--- src/rtl/ems_pkg.sv ---
// Shared constants and types of the external memory access sequencer.
// Assumes three sources whose index is also their bus priority (0 highest).
package ems_pkg;
    localparam int NSRC  = 3;
    localparam int SRC_X = 0;
    localparam int SRC_Y = 1;
    localparam int SRC_P = 2;

    typedef struct packed {
        logic prog;
        logic data;
        logic ydat;
    } space_t;

    // Space-select pattern for a source index.
    function automatic space_t space_of(input logic [1:0] idx);
        space_t s;
        s.prog = (idx == 2'(SRC_P));
        s.data = (idx != 2'(SRC_P));
        s.ydat = (idx == 2'(SRC_Y));
        return s;
    endfunction
endpackage

--- src/rtl/ems_prio_pick.sv ---
// Fixed-priority picker: grants the lowest-index set bit of the mask.
// Assumes bit 0 has the highest priority. Purely combinational.
module ems_prio_pick #(
    parameter int N = 3
) (
    input  logic [N-1:0] mask,
    output logic [N-1:0] grant,
    output logic         any
);
    // Walk upward and keep the first request found.
    always_comb begin
        logic found;
        found = 1'b0;
        grant = '0;
        for (int i = 0; i < N; i++) begin
            if (mask[i] && !found) begin
                grant[i] = 1'b1;
                found    = 1'b1;
            end
        end
        any = |mask;
    end

    // Guard the grant against the mask that produced it.
    always_comb begin
        AST_GRANT_ONEHOT: assert ($isunknown(mask) || $onehot0(grant));
        AST_GRANT_IN_MASK: assert ($isunknown(mask) || ((grant & ~mask) == '0));
    end
endmodule

--- src/rtl/ems_wait_timer.sv ---
// Wait-state down-counter for one bus transfer.
// Assumes load and run never need to act together (load wins).
// last is high in the final cycle of the running transfer.
module ems_wait_timer #(
    parameter int WSW = 4
) (
    input  logic           clk,
    input  logic           rst_n,
    input  logic           load,
    input  logic [WSW-1:0] load_val,
    input  logic           run,
    output logic           last
);
    logic [WSW-1:0] cnt;

    // Load the wait count at launch, then count down to zero.
    always_ff @(posedge clk) begin
        if (!rst_n)
            cnt <= '0;
        else if (load)
            cnt <= load_val;
        else if (run && cnt != '0)
            cnt <= cnt - 1'b1;
    end

    assign last = (cnt == '0);
endmodule

--- src/rtl/ems_bus_regs.sv ---
// Output registers of the external bus: address, data, strobes, selects.
// Assumes load and done_i are never high together. Pins only change on
// load (new transfer) or done_i (strobes released); otherwise they hold.
module ems_bus_regs #(
    parameter int AW = 16,
    parameter int DW = 24
) (
    input  logic            clk,
    input  logic            rst_n,
    input  logic            load,
    input  logic            done_i,
    input  logic [AW-1:0]   ld_addr,
    input  logic [DW-1:0]   ld_wdata,
    input  logic            ld_we,
    input  ems_pkg::space_t ld_space,
    output logic [AW-1:0]   addr,
    output logic [DW-1:0]   dout,
    output logic            doe,
    output logic            rd_n,
    output logic            wr_n,
    output ems_pkg::space_t space
);
    // Register the pins of a new transfer or release the strobes.
    always_ff @(posedge clk) begin
        if (!rst_n) begin
            addr  <= '0;
            dout  <= '0;
            doe   <= 1'b0;
            rd_n  <= 1'b1;
            wr_n  <= 1'b1;
            space <= '0;
        end else if (load) begin
            addr  <= ld_addr;
            space <= ld_space;
            if (ld_we) begin
                dout <= ld_wdata;
                doe  <= 1'b1;
                wr_n <= 1'b0;
                rd_n <= 1'b1;
            end else begin
                doe  <= 1'b0;
                rd_n <= 1'b0;
                wr_n <= 1'b1;
            end
        end else if (done_i) begin
            rd_n <= 1'b1;
            wr_n <= 1'b1;
            doe  <= 1'b0;
        end
    end

    AST_STROBE_EXCL: assert property (@(posedge clk) disable iff (!rst_n)
        !(!rd_n && !wr_n));
    AST_WR_DRIVEN: assert property (@(posedge clk) disable iff (!rst_n)
        !wr_n |-> doe);
endmodule

--- src/rtl/ext_mem_seq.sv ---
// External memory access sequencer (top).
// On an accepted start it takes the external references of one instruction,
// launches them one per transfer in priority order X, Y, program, adds
// wait_cfg wait states to each, holds stall meanwhile and returns read data
// with a per-source valid pulse. Assumes the core keeps start low, or
// ignores its effect, while stall is high.
module ext_mem_seq #(
    parameter int AW  = 16,
    parameter int DW  = 24,
    parameter int WSW = 4
) (
    input  logic           clk,
    input  logic           rst_n,
    input  logic           start,
    input  logic [WSW-1:0] wait_cfg,
    input  logic           x_req,
    input  logic           x_ext,
    input  logic           x_we,
    input  logic [AW-1:0]  x_addr,
    input  logic [DW-1:0]  x_wdata,
    input  logic           y_req,
    input  logic           y_ext,
    input  logic           y_we,
    input  logic [AW-1:0]  y_addr,
    input  logic [DW-1:0]  y_wdata,
    input  logic           p_req,
    input  logic           p_ext,
    input  logic           p_we,
    input  logic [AW-1:0]  p_addr,
    input  logic [DW-1:0]  p_wdata,
    input  logic [DW-1:0]  ext_din,
    output logic [AW-1:0]  ext_addr,
    output logic [DW-1:0]  ext_dout,
    output logic           ext_doe,
    output logic           ext_rd_n,
    output logic           ext_wr_n,
    output logic           sel_prog,
    output logic           sel_data,
    output logic           sel_ydata,
    output logic           stall,
    output logic [DW-1:0]  rdata,
    output logic           x_rvalid,
    output logic           y_rvalid,
    output logic           p_rvalid
);
    import ems_pkg::*;

    localparam int NS = NSRC;

    logic [AW-1:0] in_addr  [NS];
    logic [DW-1:0] in_wdata [NS];
    logic [NS-1:0] in_we;
    logic [NS-1:0] in_mask;
    logic [AW-1:0] st_addr  [NS];
    logic [DW-1:0] st_wdata [NS];
    logic [NS-1:0] st_we;

    logic          busy;
    logic [NS-1:0] pend;
    logic [NS-1:0] cur;
    logic          cur_we;
    logic          accept, finish, launch, last;
    logic [NS-1:0] src_mask, grant;
    logic          src_any;
    logic [1:0]    gi;
    logic [AW-1:0] l_addr;
    logic [DW-1:0] l_wdata;
    logic          l_we;
    logic [NS-1:0] rvalid;
    space_t        pin_space;

    assign in_addr[SRC_X]  = x_addr;
    assign in_addr[SRC_Y]  = y_addr;
    assign in_addr[SRC_P]  = p_addr;
    assign in_wdata[SRC_X] = x_wdata;
    assign in_wdata[SRC_Y] = y_wdata;
    assign in_wdata[SRC_P] = p_wdata;
    assign in_we           = {p_we, y_we, x_we};
    assign in_mask         = {p_req & p_ext, y_req & y_ext, x_req & x_ext};

    assign accept   = start && !busy;
    assign finish   = busy && last;
    assign src_mask = accept ? in_mask : (finish ? pend : '0);
    assign launch   = src_any;

    ems_prio_pick #(.N(NS)) u_pick (
        .mask  (src_mask),
        .grant (grant),
        .any   (src_any)
    );

    // Index of the granted source.
    always_comb begin
        gi = '0;
        for (int i = 0; i < NS; i++)
            if (grant[i]) gi = 2'(i);
    end

    // Bundle of the transfer to launch: live inputs at accept, else stored.
    always_comb begin
        if (accept) begin
            l_addr  = in_addr[gi];
            l_wdata = in_wdata[gi];
            l_we    = in_we[gi];
        end else begin
            l_addr  = st_addr[gi];
            l_wdata = st_wdata[gi];
            l_we    = st_we[gi];
        end
    end

    // Per-source holding registers, filled when an instruction is accepted.
    for (genvar s = 0; s < NS; s++) begin : g_store
        always_ff @(posedge clk) begin
            if (!rst_n) begin
                st_addr[s]  <= '0;
                st_wdata[s] <= '0;
                st_we[s]    <= 1'b0;
            end else if (accept) begin
                st_addr[s]  <= in_addr[s];
                st_wdata[s] <= in_wdata[s];
                st_we[s]    <= in_we[s];
            end
        end
    end

    // Sequencer state: active transfer, its source and what remains.
    always_ff @(posedge clk) begin
        if (!rst_n) begin
            busy   <= 1'b0;
            pend   <= '0;
            cur    <= '0;
            cur_we <= 1'b0;
        end else if (launch) begin
            busy   <= 1'b1;
            cur    <= grant;
            cur_we <= l_we;
            pend   <= src_mask & ~grant;
        end else if (finish) begin
            busy   <= 1'b0;
            pend   <= '0;
        end
    end

    ems_wait_timer #(.WSW(WSW)) u_wait (
        .clk      (clk),
        .rst_n    (rst_n),
        .load     (launch),
        .load_val (wait_cfg),
        .run      (busy),
        .last     (last)
    );

    ems_bus_regs #(.AW(AW), .DW(DW)) u_bus (
        .clk      (clk),
        .rst_n    (rst_n),
        .load     (launch),
        .done_i   (finish && !launch),
        .ld_addr  (l_addr),
        .ld_wdata (l_wdata),
        .ld_we    (l_we),
        .ld_space (space_of(gi)),
        .addr     (ext_addr),
        .dout     (ext_dout),
        .doe      (ext_doe),
        .rd_n     (ext_rd_n),
        .wr_n     (ext_wr_n),
        .space    (pin_space)
    );

    // Capture read data at the end of a read and pulse its source's valid.
    always_ff @(posedge clk) begin
        if (!rst_n) begin
            rvalid <= '0;
            rdata  <= '0;
        end else begin
            rvalid <= (finish && !cur_we) ? cur : '0;
            if (finish && !cur_we)
                rdata <= ext_din;
        end
    end

    assign stall     = busy;
    assign sel_prog  = pin_space.prog;
    assign sel_data  = pin_space.data;
    assign sel_ydata = pin_space.ydat;
    assign x_rvalid  = rvalid[SRC_X];
    assign y_rvalid  = rvalid[SRC_Y];
    assign p_rvalid  = rvalid[SRC_P];

    AST_PINS_QUIET: assert property (@(posedge clk) disable iff (!rst_n)
        !launch |=> $stable(ext_addr) && $stable(pin_space));
    AST_STALL_STROBE: assert property (@(posedge clk) disable iff (!rst_n)
        stall == (!ext_rd_n || !ext_wr_n));
    AST_HOLD_WAIT: assert property (@(posedge clk) disable iff (!rst_n)
        (busy && !last) |=> $stable(ext_addr) && $stable(ext_rd_n));
    AST_VALID_ONEHOT: assert property (@(posedge clk) disable iff (!rst_n)
        $onehot0({p_rvalid, y_rvalid, x_rvalid}));
    AST_NO_REACCEPT: assert property (@(posedge clk) disable iff (!rst_n)
        (busy && !last) |=> busy);
endmodule

--- config.mk ---
export PLATFORM = sky130hd
export DESIGN_NAME = ext_mem_seq
export DESIGN_NICKNAME = d
export VERILOG_FILES = /design/src/rtl/ems_pkg.sv /design/src/rtl/ems_prio_pick.sv /design/src/rtl/ems_wait_timer.sv /design/src/rtl/ems_bus_regs.sv /design/src/rtl/ext_mem_seq.sv
export SDC_FILE = /design/constraint.sdc
export NUM_CORES = 1
export LEC_CHECK = 0
export ABC_AREA = 1
export CORE_ASPECT_RATIO = 1.75
export CORE_UTILIZATION = 50
export DETAILED_ROUTE_END_ITERATION = 16
export DONT_BUFFER_PORTS = 1
export GPL_ROUTABILITY_DRIVEN = 0
export PLACE_DENSITY = 0.7
export SETUP_SLACK_MARGIN = 0.2
export SLEW_MARGIN = 5
export SYNTH_ARGS = -nofsm -noshare
export SYNTH_HDL_FRONTEND = slang
export SYNTH_SLANG_ARGS = --single-unit
--- constraint.sdc ---
create_clock -name clk -period 5.9 [get_ports clk]
set_clock_uncertainty 0.15 [all_clocks]
set_input_delay 0.59 -clock clk [delete_from_list [all_inputs] [get_ports clk]]
set_output_delay 0.59 -clock clk [all_outputs]
set_load 0.005 [all_outputs]
# ---- Word-level counts from Yosys, hierarchy flattened
# Memories as Yosys holds them, arrays and structs flattened.
# Index checks and enable logic that the tools add are counted.
# Widths: inputs -> output; s select.
dict set report totals {
  mem_count 2
  latch_bits 0
  romBits 0
  register_bits 88
  mem_bits_rw 120
}
dict set report classes {
  bitwise_logic 12
  n_div 0
  add_sub_neg 1
  order_cmp 2
  shifts 0
  muxes 44
  mul 0
  n_eq_ne 3
  reduce_logical 20
}
# name depth word_bits rd rd_clocked_by_memory_dff wr line_no
set mem_list {}
lappend mem_list {st_wdata 3 24 1 0 3 ext_mem_seq.sv:55} ;# logic [DW-1:0] st_wdata [NS];
lappend mem_list {st_addr 3 16 1 0 3 ext_mem_seq.sv:54} ;# logic [AW-1:0] st_addr [NS];
# operator count
set ops {}
lappend ops {{$mux 24} 6}
lappend ops {{$mux 16} 6}
lappend ops {{$bmux 24 s2} 1}
lappend ops {{$bmux 16 s2} 1}
lappend ops {{$mux 1} 21}
lappend ops {{$mux 3} 4}
lappend ops {{$mux 4} 2}
lappend ops {{$logic_and 1x1->1} 7}
lappend ops {{$or 1x1->1} 6}
lappend ops {{$reduce_bool 2->1} 3}
lappend ops {{$logic_not 1->1} 5}
lappend ops {{$bmux 1 s2} 2}
lappend ops {{$logic_not 4->1} 1}
lappend ops {{$reduce_and 2->1} 2}
lappend ops {{$reduce_bool 4->1} 1}
lappend ops {{$sub 4x1->4 const B} 1}
lappend ops {{$and 1x1->1} 3}
lappend ops {{$and 3x3->3} 1}
lappend ops {{$ge 3x3->1 const B} 1}
lappend ops {{$lt 2x3->1 const B} 1}
lappend ops {{$not 2->3} 1}
lappend ops {{$not 3->3} 1}
lappend ops {{$reduce_or 3->1} 1}
lappend ops {{$eq 2x1->1 const B} 1}
lappend ops {{3 further kinds} 3}

# ---- Logic depth before layout (Yosys ltp)
# Gate-level depths: netlist of the first run.
dict set report depth {
  ltp_word 17
  mapped_depth 13
  mapped_depth_nobuf 12
}

# ---- Cells and area by module
# Synthesis of the first run repeated with hierarchy kept, for this count alone.
dict set report unflattened {
  cells_unflattened 1224
  area_unflattened_um2 10134.7
}
# mod area_each_um2 cells_per_inst n_inst
set modules_own_cells {}
lappend modules_own_cells {ext_mem_seq 8040.2 973 1}
lappend modules_own_cells {ems_bus_regs 1780.5 202 1}
lappend modules_own_cells {ems_wait_timer 274.0 41 1}
lappend modules_own_cells {ems_prio_pick 40.0 8 1}

# ---- Worst setup path before layout of the first run
# OpenSTA, ideal clock, no wires.
dict set report synth_timing {
  kind {in2reg}
  from {input start}
  to {memory st_addr[0][0] (enable)}
  path_slack_ps 1519
  path_stages 6
  setup_ps 1058
  arrival_ps 3173
  cell_sequence {inv_1 > nor2_4 > inv_2 > buf_2 > buf_1 > nand2_1}
}
# item line_no
set synth_rtl {}
lappend synth_rtl {{start, declared} ext_mem_seq.sv:14} ;# input logic start,
lappend synth_rtl {{end, declared} ext_mem_seq.sv:54}

# ---- Worst setup path after layout of the first run
dict set report layout_timing {
  from {register busy, in the netlist stall}
  to {register u_bus.dout[10]}
}
dict set report layout_via {
  elab_chain_cells 16
}
# item line_no
set layout_rtl {}
lappend layout_rtl {{start, declared} ext_mem_seq.sv:58} ;# logic busy;
lappend layout_rtl {{start signal, assigned} ext_mem_seq.sv:130} ;# busy <= 1'b0;
lappend layout_rtl {{start signal, assigned} ext_mem_seq.sv:135} ;# busy <= 1'b1;
lappend layout_rtl {{start signal, assigned} ext_mem_seq.sv:140} ;# busy <= 1'b0;
lappend layout_rtl {{$logic_and 1x1->1 or $logic_not 1->1 (tied branches)} {ext_mem_seq.sv:82, ext_mem_seq.sv:81}}
lappend layout_rtl {{$mux 3 or $logic_and 1x1->1 (tied branches)} {ext_mem_seq.sv:83, ext_mem_seq.sv:81}}
lappend layout_rtl {{$mux 3} ext_mem_seq.sv:83} ;# assign src_mask = accept ? in_mask : (finish ? pend : '0);
lappend layout_rtl {{$mux 1} ems_prio_pick.sv:16} ;# if (mask[i] && !found) begin
lappend layout_rtl {{$logic_not 1->1} ems_prio_pick.sv:16}
lappend layout_rtl {{$logic_and 1x1->1} ems_prio_pick.sv:16}
lappend layout_rtl {{$mux 1} ems_prio_pick.sv:16}
lappend layout_rtl {{$logic_not 1->1} ems_prio_pick.sv:16}
lappend layout_rtl {{$logic_and 1x1->1} ems_prio_pick.sv:16}
lappend layout_rtl {{$mux 1} ems_prio_pick.sv:16}
lappend layout_rtl {{$mux 2} ext_mem_seq.sv:96} ;# if (grant[i]) gi = 2'(i);
lappend layout_rtl {{$not 2->3 (implied by the code)} ext_mem_seq.sv:103} ;# l_wdata = in_wdata[gi];
lappend layout_rtl {{$bmux 24 s2} ext_mem_seq.sv:103}
lappend layout_rtl {{$mux 24 (implied by the code) (2 in a row)} ext_mem_seq.sv:103}
lappend layout_rtl {{$mux 24} ext_mem_seq.sv:101} ;# if (accept) begin
lappend layout_rtl {{end signal, assigned} ems_bus_regs.sv:36} ;# dout <= ld_wdata;
lappend layout_rtl {{end, declared} ems_bus_regs.sv:17} ;# output logic [DW-1:0] dout,
# Parallel ways exist; a longest one is shown, timed or not. The select of a mux whose other input is x is not followed.
# A chain may end at the register's enable or synchronous reset.

==> PnR_summary.wiki, run 1 <==
{| class="wikitable"
! Metric !! Value
|-
| Overall Global Routing Usage || 24.2%
|-
| Final period demand of the worst path || 4.08 ns
|-
| Row count || 69
|-
| Share of total power in combinational logic || 13.0%
|-
| Static leakage || 5.03 nW
|-
| Total number of yosys warnings || 0
|-
| Met1 Track Usage GR || 27.1%
|-
| Pwr per Cell Area || 318 nW/um^2
|-
| Die Span Y || 192 microns
|-
| Post-synthesis instance area || 10300 sq um
|-
| Core ar. || 20300 sq um
|-
| VDD IR max || 263 uV
|-
| H-tree lvl count || 1
|-
| Clock Pin Slew Worst Setup and Hold Paths || 0.06 ns
|-
| Internal power component || 2.55 mW
|-
| Global-route met2 utilization || 43.1%
|-
| Hpwl dp || 16600 microns
|-
| Switching share of power || 27.1%
|-
| Layout cell share with drive strength beyond 1 || 4.53%
|-
| Die area || 21200 sq um
|-
| Synthesized netlist net count || 1527
|-
| 1st-iter DRT viols || 589
|-
| Area grow syn2layout || 6.80%
|-
| Number of antenna-violating nets in the routed design || 0
|-
| Final WS setup || 1.82 ns
|-
| GRT busiest layer || met2
|-
| Maximum net fanout on the critical path || 67
|-
| Clock Tree Root || sky130_fd_sc_hd__clkbuf_16
|-
| Most used standard cell by instance count after synthesis || sky130_fd_sc_hd__nand2_1
|-
| Maxcap violations || 0
|-
| Overall via count from detail_route || 8268
|-
| Mapped Cells || 1365
|-
| Switching power of the nets || 950 uW
|-
| Crit path kind || reg2reg
|-
| PnR Total Power || 3.50 mW
|-
| Final cell count without fillers || 1574
|-
| Mapped Avg Cell Area || 7.56 sq um
|-
| Number of vias per cell || 5.25
|-
| Clock latency of the later-clocked register in the worst-skew pair || 0.51 ns
|-
| Vias in the first global route || 7784
|-
| Status || complete, no violations
|-
| Number of instances on the worst hold path || 2
|-
| CTS Sinks || 207
|-
| Aggregate global routing overflow || 0
|-
| Post-Route Hold Slack || 0.0677 ns
|-
| DR WL/cell || 16.8 microns
|-
| Headroom to the max-slew limit || 21.1%
|-
| Net total in the final layout || 1472
|-
| Router iterations before antenna repair || 4
|-
| FF-to-FF path depth || 11
|-
| Unrepaired setup endpoints after global routing || no
|-
| Post-Route Utilization || 54.3%
|-
| Worst Path Required || 6.17 ns
|-
| Count of distinct cell types in the synthesized netlist || 31
|-
| Most used DFF post-synth || sky130_fd_sc_hd__edfxtp_1
|-
| Pre-CTS setup slack || 1.57 ns
|-
| Max-slew violation count || 0
|-
| Type of the tightest min-delay check || in2reg
|-
| Routing usage on met3 || 6.15%
|-
| CTS tree || yes
|-
| Maximum root-to-sink buffer count || 3
|-
| Sequential cell area || 5350 sq um
|-
| Post-place instance area || 10300 sq um
|-
| TritonCTS Buffers || 21
|-
| Kind of start point of the critical path || flip-flop
|-
| Final worst-path cycle share || 69.2%
|-
| Fin area || 11000 sq um
|-
| Sequential share of power || 49.4%
|-
| Die width || 111 microns
|-
| Top cell type by total area after synthesis || sky130_fd_sc_hd__edfxtp_1
|-
| Flip-flop and latch count after synthesis || 207
|-
| Number of setup violations in the final report || 0
|-
| Slew at the pin closest to its max-slew limit || 1.18 ns
|-
| Pin count of the biggest net entering global routing || 97
|-
| Post-synthesis sequential area ratio || 51.8%
|-
| Initial antenna violation count || 1
|-
| Most frequent cells after synthesis || 258 x sky130_fd_sc_hd__nand2_1, 240 x sky130_fd_sc_hd__inv_1, 199 x sky130_fd_sc_hd__nor2_1
|-
| Proportion of power drawn by the clock network || 37.6%
|-
| Global-route wire length before repair || 40700 microns
|-
| Number of design rule violations left after detail routing || 0
|-
| Fmax || 245 MHz
|-
| Number of buffers inserted by post-CTS setup repair || 0
|-
| Top area cells in the synthesized netlist || sky130_fd_sc_hd__edfxtp_1 35%, sky130_fd_sc_hd__dfxtp_1 17%, sky130_fd_sc_hd__nand2_1 9.4%, sky130_fd_sc_hd__inv_1 8.7%, sky130_fd_sc_hd__nor2_1 7.2%
|-
| Post-synth ARST share || 0%
|-
| DP Cell Count || 1534
|-
| Total length of routed wires || 26500 microns
|-
| Top-Level Pins || 234
|-
| Multi-input logic area || 3710 sq um
|-
| EDFF count, synth || 120
|-
| Kind of capture point of the worst setup path || flip-flop
|-
| Final TNS setup || 0 ns
|-
| Starting utilization of the core area || 50.9%
|-
| Arrival time at the worst endpoint || 4.35 ns
|-
| Final hold violation count || 0
|-
| Count of fill cells added during filler insertion || 1912
|-
| Quantity of I/O buffers inserted on ports || 0
|-
| Yosys top cell area share || 34.9%
|}
-- final timing paths --
check,startpoint,end,slack [ns]
hold / removal,rst_n,rdata[9],0.07
hold reg to reg,rdata[18],rdata[18],0.31
setup reg to reg,stall,u_bus.dout[10],1.82
setup / recovery,stall,u_bus.dout[10],1.82
-- layout make-up --
| type | instances | area share, % |
|---|---|---|
| clock inverter | 6 | 0.590 |
| multi-input combinational | 825 | 33.7 |
| antenna | 1 | 0.0227 |
| tap | 248 | 2.81 |
| clock buffer | 32 | 5.41 |
| timing repair buffer | 9 | 0.636 |
| sequential | 207 | 48.5 |
| inverter | 246 | 8.38 |
-- power groups by stage --
stage | clock (mW) | sequential [mW] | combinational [mW]
global route | 1.39 | 1.74 | 0.524
finish | 1.32 | 1.73 | 0.455
CTS | 1.35 | 1.73 | 0.459
floorplan | 0 | 1.74 | 0.369
detailed placement | 0 | 1.76 | 0.457
global placement | 0 | 1.76 | 0.447
-- routing by layer --
layer / routed length [microns] / up-vias
li1: - / 4174
met1: 10000 / 3735
met2: 13400 / 300
met3: 2030 / 59
met4: 1070 / 0
met5: 0 / -
-- registers in the layout, summed over array words and instances (netlist names), 2 cells and up --
signal	cells
cur	3
u_bus.space	3
st_wdata	72
u_bus.addr	16
pend	2
rvalid	3
st_we	3
rdata	24
u_bus.dout	24
u_wait.cnt	4
st_addr	48
-- placed cells by master (no fill, tap or decap), types with 2 or more instances in the layout --
master	instances
sky130_fd_sc_hd__nand2_1	254
sky130_fd_sc_hd__inv_1	240
sky130_fd_sc_hd__nor2_1	199
sky130_fd_sc_hd__nand3_1	123
sky130_fd_sc_hd__edfxtp_1	120
sky130_fd_sc_hd__o21ai_0	108
sky130_fd_sc_hd__a21oi_1	95
sky130_fd_sc_hd__dfxtp_1	87
sky130_fd_sc_hd__clkbuf_16	21
sky130_fd_sc_hd__nand3b_1	16
sky130_fd_sc_hd__clkbuf_1	8
sky130_fd_sc_hd__buf_4	8
sky130_fd_sc_hd__inv_2	5
sky130_fd_sc_hd__nand2_2	4
sky130_fd_sc_hd__nor2_4	3
sky130_fd_sc_hd__nand2_4	3
sky130_fd_sc_hd__or2_2	3
sky130_fd_sc_hd__clkbuf_8	3
sky130_fd_sc_hd__clkinv_1	2
sky130_fd_sc_hd__nor3b_1	2
sky130_fd_sc_hd__xor2_1	2
sky130_fd_sc_hd__nor3_1	2
sky130_fd_sc_hd__a31oi_1	2
sky130_fd_sc_hd__ha_1	2
sky130_fd_sc_hd__inv_6	2
-- cell families (layout without fill, tap and decap cells) --
kind of cell    Yosys count  in the layout  synth area share (%)
compound gates          209            209                  10.3
xor+xnor                  2              2                 0.170
fa+ha+maj                 2              2                 0.242
buf+inv                 333            293                  12.5
flops                   207            207                  51.8
other cells               0              1                     0
simple gates            612            612                  25.0
-- worst max-delay path, cell delays in order (launching register included) --
cell and delay [ns]:
sky130_fd_sc_hd__dfxtp_1 0.41, sky130_fd_sc_hd__nor2_4 0.17, sky130_fd_sc_hd__buf_4 0.52, sky130_fd_sc_hd__nand2_1 0.14
sky130_fd_sc_hd__nand2_2 0.14, sky130_fd_sc_hd__nor2_4 0.11, sky130_fd_sc_hd__nand2_2 0.78, sky130_fd_sc_hd__nand3_2 0.77
sky130_fd_sc_hd__nand2_4 0.55, sky130_fd_sc_hd__nand2_1 0.10, sky130_fd_sc_hd__nand2_1 0.08, sky130_fd_sc_hd__nor2_1 0.04
-- what timing repair did --
action	4_1_cts	5_1_grt
gates resized for setup	0	0
hold buffers	1	0
hold endpoints to repair	1	0
endpoints found under the setup margin	0	0
(Power assumes the default switching activity.)
==> run 2, diff against run 1 <==
==> constraint.sdc (replaced) <==
create_clock -name clk -period 3.8 [get_ports clk]
set_clock_uncertainty 0.15 [all_clocks]
set_input_delay 0.38 -clock clk [delete_from_list [all_inputs] [get_ports clk]]
set_output_delay 0.38 -clock clk [all_outputs]
set_load 0.005 [all_outputs]
==> run 2 against run 1 <==
  * Routed wire length rose by 7.2%
  * Die area did not move
  * Sequential cell count did not move
  * Sequential power rose by 55%
  * Worst hold slack got worse by 0.061 ns
  * Maximum frequency rose by 39%
  * Register-to-register slack got worse by 0.96 ns
  * Final cell count rose by 9.5%
  * Core utilization rose by 7.8 points
  * Via count rose by 9.7%
  * Sequential share of layout area fell by 6.1 points
  * Critical endpoint is now u_bus.dout[6]
==> PnR_summary.wiki, run 2 (synthesis results as in run 1) <==
{| class="wikitable"
! Metric !! Value
|-
| Status || complete, no violations
|-
| Headroom to the max-slew limit || 29.3%
|-
| Number of setup violations in the final report || 0
|-
| Arrival time at the worst endpoint || 3.23 ns
|-
| Global-route wire length before repair || 44900 microns
|-
| Slowest cell on the critical path || sky130_fd_sc_hd__nand3_2
|-
| Unrepaired setup endpoints after global routing || no
|-
| Static leakage || 5.71 nW
|-
| Starting utilization of the core area || 50.9%
|-
| Worst Path Required || 4.09 ns
|-
| Number of design rule violations left after detail routing || 0
|-
| Pin count of the biggest net entering global routing || 74
|-
| Number of buffers inserted by post-CTS setup repair || 0
|-
| Core ar. || 20300 sq um
|-
| Number of inserted diodes || 0
|-
| Startpoint of the most critical setup path || u_wait.cnt[0]
|-
| Most common cell after layout, fill and taps aside || sky130_fd_sc_hd__nand2_1
|-
| Clock Pin Slew Worst Setup and Hold Paths || 0.07 ns
|-
| Final TNS setup || 0 ns
|-
| Crit path kind || reg2reg
|-
| Net total in the final layout || 1623
|-
| Final hold violation count || 0
|-
| Kind of start point of the critical path || flip-flop
|-
| Leading cell types in the layout, fill and taps excluded || 254 x sky130_fd_sc_hd__nand2_1, 240 x sky130_fd_sc_hd__inv_1, 199 x sky130_fd_sc_hd__nor2_1
|-
| VDD IR max || 509 uV
|-
| Overall via count from detail_route || 9069
|-
| Number of vias per cell || 5.26
|-
| Final cell count without fillers || 1723
|-
| CTS tree || yes
|-
| Top-Level Pins || 234
|-
| CTS Sinks || 207
|-
| Router iterations before antenna repair || 8
|-
| Delay of the slowest cell on the worst path || 0.46 ns
|-
| Maxcap violations || 0
|-
| Die width || 111 microns
|-
| Clock latency of the later-clocked register in the worst-skew pair || 0.50 ns
|-
| Largest regs || st_wdata (72), st_addr (48)
|-
| Die area || 21200 sq um
|-
| Maximum net fanout on the critical path || 28
|-
| Overall Global Routing Usage || 26.3%
|-
| FF-to-FF path depth || 11
|-
| Aggregate global routing overflow || 0
|-
| Vias in the first global route || 9052
|-
| Largest Register || st_wdata
|-
| Kind of capture point of the worst setup path || flip-flop
|-
| Area grow syn2layout || 22.1%
|-
| Cell breakdown of the critical path || inv_1, ha_1, nand4_2, nand2_2, nor2_4, nand2_2, nand3_2, nand2_4, nand2_1, nand2_1, nor2_1
|-
| DR WL/cell || 16.5 microns
|-
| Clock Tree Root || sky130_fd_sc_hd__clkbuf_16
|-
| Crit Reg-Reg Startpoint || u_wait.cnt[0]
|-
| Number of antenna-violating nets in the routed design || 0
|-
| Pwr per Cell Area || 446 nW/um^2
|-
| Total length of routed wires || 28400 microns
|-
| Hpwl dp || 16700 microns
|-
| Maximum root-to-sink buffer count || 3
|-
| Number of instances on the worst hold path || 2
|-
| Final worst-path cycle share || 77.6%
|-
| Layout cell share with drive strength beyond 1 || 4.88%
|-
| Count of fill cells added during filler insertion || 1714
|-
| Type of the tightest min-delay check || in2reg
|-
| TritonCTS Buffers || 20
|-
| DP Cell Count || 1539
|-
| Die Span Y || 192 microns
|-
| Row count || 69
|-
| Number of flip-flops under the largest register name || 72
|-
| Quantity of I/O buffers inserted on ports || 0
|-
| Final period demand of the worst path || 2.95 ns
|-
| Initial antenna violation count || 0
|-
| Slew at the pin closest to its max-slew limit || 1.05 ns
|-
| H-tree lvl count || 1
|-
| 1st-iter DRT viols || 623
|-
| Worst hold path startpoint || y_addr[4]
|-
| Max-slew violation count || 0
|-
| Fmax || 339 MHz
|}
run 2: cell count changes in the layout (fill, tap and decap cells not counted), sizes merged:
cell	change
dlygate4sd3	+146
inv	-2
clkbuf	-4
bufinv	-1
buf	+6
clkinv	+5
diode	-1
run 2: what timing repair did:
item                      in CTS  in global routing
hold endpoints to repair     174                  0
gates resized for setup        0                  0
hold buffers                 148                  0
run 2: area by class of cell:
cell class / count / area, sq um / share of cell area, %
Clock buffer: 28 / 657 / 5.21
Clock inverter: 8 / 43.8 / 0.347
Inverter: 246 / 923 / 7.33
Multi-Input combinational cell: 825 / 3710 / 29.4
Sequential cell: 207 / 5350 / 42.4
Tap cell: 248 / 310 / 2.46
Timing Repair Buffer: 161 / 1610 / 12.8
run 2: final timing paths:
path	end	slack, ns
worst max-delay path	u_bus.dout[6]	0.85
worst max register to register	u_bus.dout[6]	0.85
worst min-delay path	st_addr[1][4]	0.007
worst min register to register	rvalid[2]	0.30
run 2: metrics by stage:
step	area [sq um]	hold slack (ns)	setup slack (ns)	util (%)	total power, mW
after floorplan	10300	0.274	0.806	-	3.28
after global placement	10400	0.290	0.994	51.3	3.43
after detailed placement	10400	0.288	0.887	51.3	3.45
after CTS	12600	0.000875	0.862	62.1	5.66
after global routing	12600	0.00370	0.596	62.1	5.86
final	12600	0.00699	0.852	62.1	5.62
run 2: per-layer routing:
layer	vias up	routed length, microns	GRT usage [%]
met5	-	0	0
met4	0	1060	12.3
met3	74	2020	4.86
met2	410	14800	48.4
met1	4121	10500	29.3
li1	4464	-	-
run 2: report_power, final:
part / internal [mW] / switching (mW) / total (mW)
combinational: 0.324 / 0.532 / 0.855
clock: 1.21 / 0.871 / 2.08
sequential: 2.59 / 0.0977 / 2.68
run 2: critical path: cells and delay by family (launching register included):
kind / cells / cell delay, ns
buf+inv: 1 / 0.08
flops: 1 / 0.37
fa+ha+maj: 1 / 0.23
simple gates: 9 / 2.03
==> run 3, diff against run 2 <==
--- a/config.mk
+++ b/config.mk
@@ -11,7 +11,7 @@
 export DETAILED_ROUTE_END_ITERATION = 16
 export DONT_BUFFER_PORTS = 1
 export GPL_ROUTABILITY_DRIVEN = 0
-export PLACE_DENSITY = 0.7
+export PLACE_DENSITY = 0.73
 export SETUP_SLACK_MARGIN = 0.2
 export SLEW_MARGIN = 5
 export SYNTH_ARGS = -nofsm -noshare
==> constraint.sdc (replaced) <==
create_clock -name clk -period 2.6 [get_ports clk]
set_clock_uncertainty 0.15 [all_clocks]
set_input_delay 0.26 -clock clk [delete_from_list [all_inputs] [get_ports clk]]
set_output_delay 0.26 -clock clk [all_outputs]
set_load 0.005 [all_outputs]
==> run 3 against run 2 <==
  * Worst hold slack better by 0.0020 ns
  * Die area unchanged
  * Critical path depth up 2
  * Worst setup slack worse by 0.50 ns
  * Core utilization up 1.2 points
  * Clock power up 34%
  * Combinational power up 58%
  * Total power up 44%
  * Sequential share of layout area down 0.82 points
  * Design area up 2.0%
  * Maximum frequency up 31%
==> PnR_summary.wiki, run 3 (synthesis results as in run 1) <==
{| class="wikitable"
! Metric !! Value
|-
| Router iterations before antenna repair || 5
|-
| Headroom to the max-slew limit || 48.7%
|-
| Initial antenna violation count || 0
|-
| Number of design rule violations left after detail routing || 0
|-
| Maximum net fanout on the critical path || 32
|-
| Critical register-to-register path endpoint || u_bus.dout[5]
|-
| Top-Level Pins || 234
|-
| Maxcap violations || 0
|-
| Number of antenna-violating nets in the routed design || 0
|-
| Number of instances on the worst hold path || 6
|-
| Row count || 69
|-
| Arrival time at the worst endpoint || 2.53 ns
|-
| CTS Sinks || 207
|-
| Clock Pin Slew Worst Setup and Hold Paths || 0.07 ns
|-
| DR WL/cell || 16.7 microns
|-
| TritonCTS Buffers || 21
|-
| Number of setup violations in the final report || 0
|-
| Final worst-path cycle share || 86.5%
|-
| Slew at the pin closest to its max-slew limit || 0.769 ns
|-
| Aggregate global routing overflow || 0
|-
| Final TNS setup || 0 ns
|-
| Post-Route Utilization || 63.3%
|-
| Core ar. || 20300 sq um
|-
| Starting utilization of the core area || 50.9%
|-
| Quantity of I/O buffers inserted on ports || 0
|-
| Worst-case hold path end point || u_bus.dout[22]
|-
| Register-to-register path setup slack || 0.35 ns
|-
| Final hold violation count || 0
|-
| VDD IR max || 645 uV
|-
| Crit Reg-Reg Startpoint || u_wait.cnt[0]
|-
| Layout cell share with drive strength beyond 1 || 5.72%
|-
| Die Span Y || 192 microns
|-
| Status || complete, no violations
|-
| Pwr per Cell Area || 628 nW/um^2
|-
| Kind of capture point of the worst setup path || flip-flop
|-
| Die area || 21200 sq um
|-
| Overall Global Routing Usage || 27.0%
|-
| Die width || 111 microns
|-
| Fmax || 444 MHz
|-
| Crit path kind || reg2reg
|-
| Final period demand of the worst path || 2.25 ns
|-
| Global-route wire length before repair || 45800 microns
|-
| Largest Register || st_wdata
|-
| Static leakage || 5.82 nW
|-
| CTS tree || yes
|-
| 1st-iter DRT viols || 771
|-
| Overall via count from detail_route || 9276
|-
| Maximum root-to-sink buffer count || 3
|-
| Vias in the first global route || 9267
|-
| Clock latency of the later-clocked register in the worst-skew pair || 0.50 ns
|-
| H-tree lvl count || 1
|-
| Unrepaired setup endpoints after global routing || yes
|-
| Net total in the final layout || 1651
|-
| Worst hold path startpoint || y_wdata[22]
|-
| Max-slew violation count || 0
|-
| Most common cell after layout, fill and taps aside || sky130_fd_sc_hd__nand2_1
|-
| Type of the tightest min-delay check || in2reg
|-
| FF-to-FF path depth || 13
|-
| Largest regs || st_wdata (72), st_addr (48)
|-
| Hpwl dp || 17900 microns
|-
| Kind of start point of the critical path || flip-flop
|-
| Number of flip-flops under the largest register name || 72
|-
| Worst Path Required || 2.88 ns
|-
| Area grow syn2layout || 24.5%
|-
| Clock Tree Root || sky130_fd_sc_hd__clkbuf_16
|-
| Startpoint of the most critical setup path || u_wait.cnt[0]
|-
| Pin count of the biggest net entering global routing || 65
|-
| Number of inserted diodes || 0
|-
| Number of vias per cell || 5.30
|-
| Leading cell types in the layout, fill and taps excluded || 254 x sky130_fd_sc_hd__nand2_1, 241 x sky130_fd_sc_hd__inv_1, 199 x sky130_fd_sc_hd__nor2_1
|-
| Total length of routed wires || 29200 microns
|}
[run 3: cell types whose count changed in the layout (fill, tap and decap cells not counted), sizes merged]
| cell | before | now |
|---|---|---|
| nand2 | 261 | 262 |
| buf | 14 | 33 |
| inv | 245 | 247 |
| dlygate4sd3 | 147 | 154 |
| clkinv | 9 | 8 |
[run 3: how the worst max path moves through the flow]
stage	to	slack, ns	cells past startpoint
6_report	u_bus.dout[5]	0.35	13
5_1_grt	u_wait.cnt[3]	0.20	10
4_1_cts	u_wait.cnt[0]	0.25	10
3_5_place_dp	u_bus.dout[10]	0.11	12
3_3_place_gp	u_bus.dout[6]	0.25	12
2_1_floorplan	st_addr[0][0]	0.25	5
[run 3: routing by layer]
metal | global-route usage (%) | share of wire, % | wire length (microns)
met1 | 29.1 | 36 | 10600
met2 | 50.5 | 52 | 15300
met3 | 4.04 | 6.8 | 1980
met4 | 14.6 | 4.6 | 1360
met5 | 0 | 0 | 0
[run 3: area by class of cell]
cell class | instances | area, sq um
Fill cell | 1633 | 7440
Sequential cell | 207 | 5350
Multi-Input combinational cell | 826 | 3750
Timing Repair Buffer | 187 | 1900
Inverter | 246 | 928
Clock buffer | 28 | 572
Tap cell | 248 | 310
Clock inverter | 9 | 46.3
[run 3: critical path: stages, from the launching register on]
cell	delay (ns)
sky130_fd_sc_hd__dfxtp_1	0.37
sky130_fd_sc_hd__inv_1	0.08
sky130_fd_sc_hd__ha_1	0.24
sky130_fd_sc_hd__nand4_2	0.12
sky130_fd_sc_hd__nand2_2	0.09
sky130_fd_sc_hd__buf_4	0.19
sky130_fd_sc_hd__nand2_2	0.11
sky130_fd_sc_hd__buf_6	0.28
sky130_fd_sc_hd__nand2_1	0.11
sky130_fd_sc_hd__nand3_1	0.09
sky130_fd_sc_hd__nand2_1	0.05
sky130_fd_sc_hd__nor2_1	0.11
sky130_fd_sc_hd__nor2_1	0.05
sky130_fd_sc_hd__nor2_1	0.12
[run 3: per-stage QoR]
stage	cell area (sq um)	setup WS [ns]	total power [mW]	hold WS (ns)	instances
after detailed placement	10600	0.114	5.07	0.199	1554
after floorplan	10300	0.252	4.78	0.274	1365
after global routing	12900	0.196	8.41	0.0402	1751
after global placement	10600	0.251	5.03	0.197	1554
final	12900	0.350	8.07	0.00900	1751
after CTS	12800	0.252	8.07	0.000343	1749
[run 3: where the power goes]
part / total [mW] / switching [mW] / internal [mW]
combinational: 1.35 / 0.816 / 0.536
clock: 2.79 / 1.24 / 1.55
sequential: 3.93 / 0.151 / 3.78
total: 8.07 / 2.21 / 5.86
[run 3: timing repair]
item / CTS / global route
hold endpoints to repair: 184 / 0
resized for setup: 3 / 8
pin swaps: 2 / 1
hold buffers: 155 / 0
buffers inserted: 2 / 2
endpoints found under the setup margin: 29 / 44
gates cloned: 1 / 0
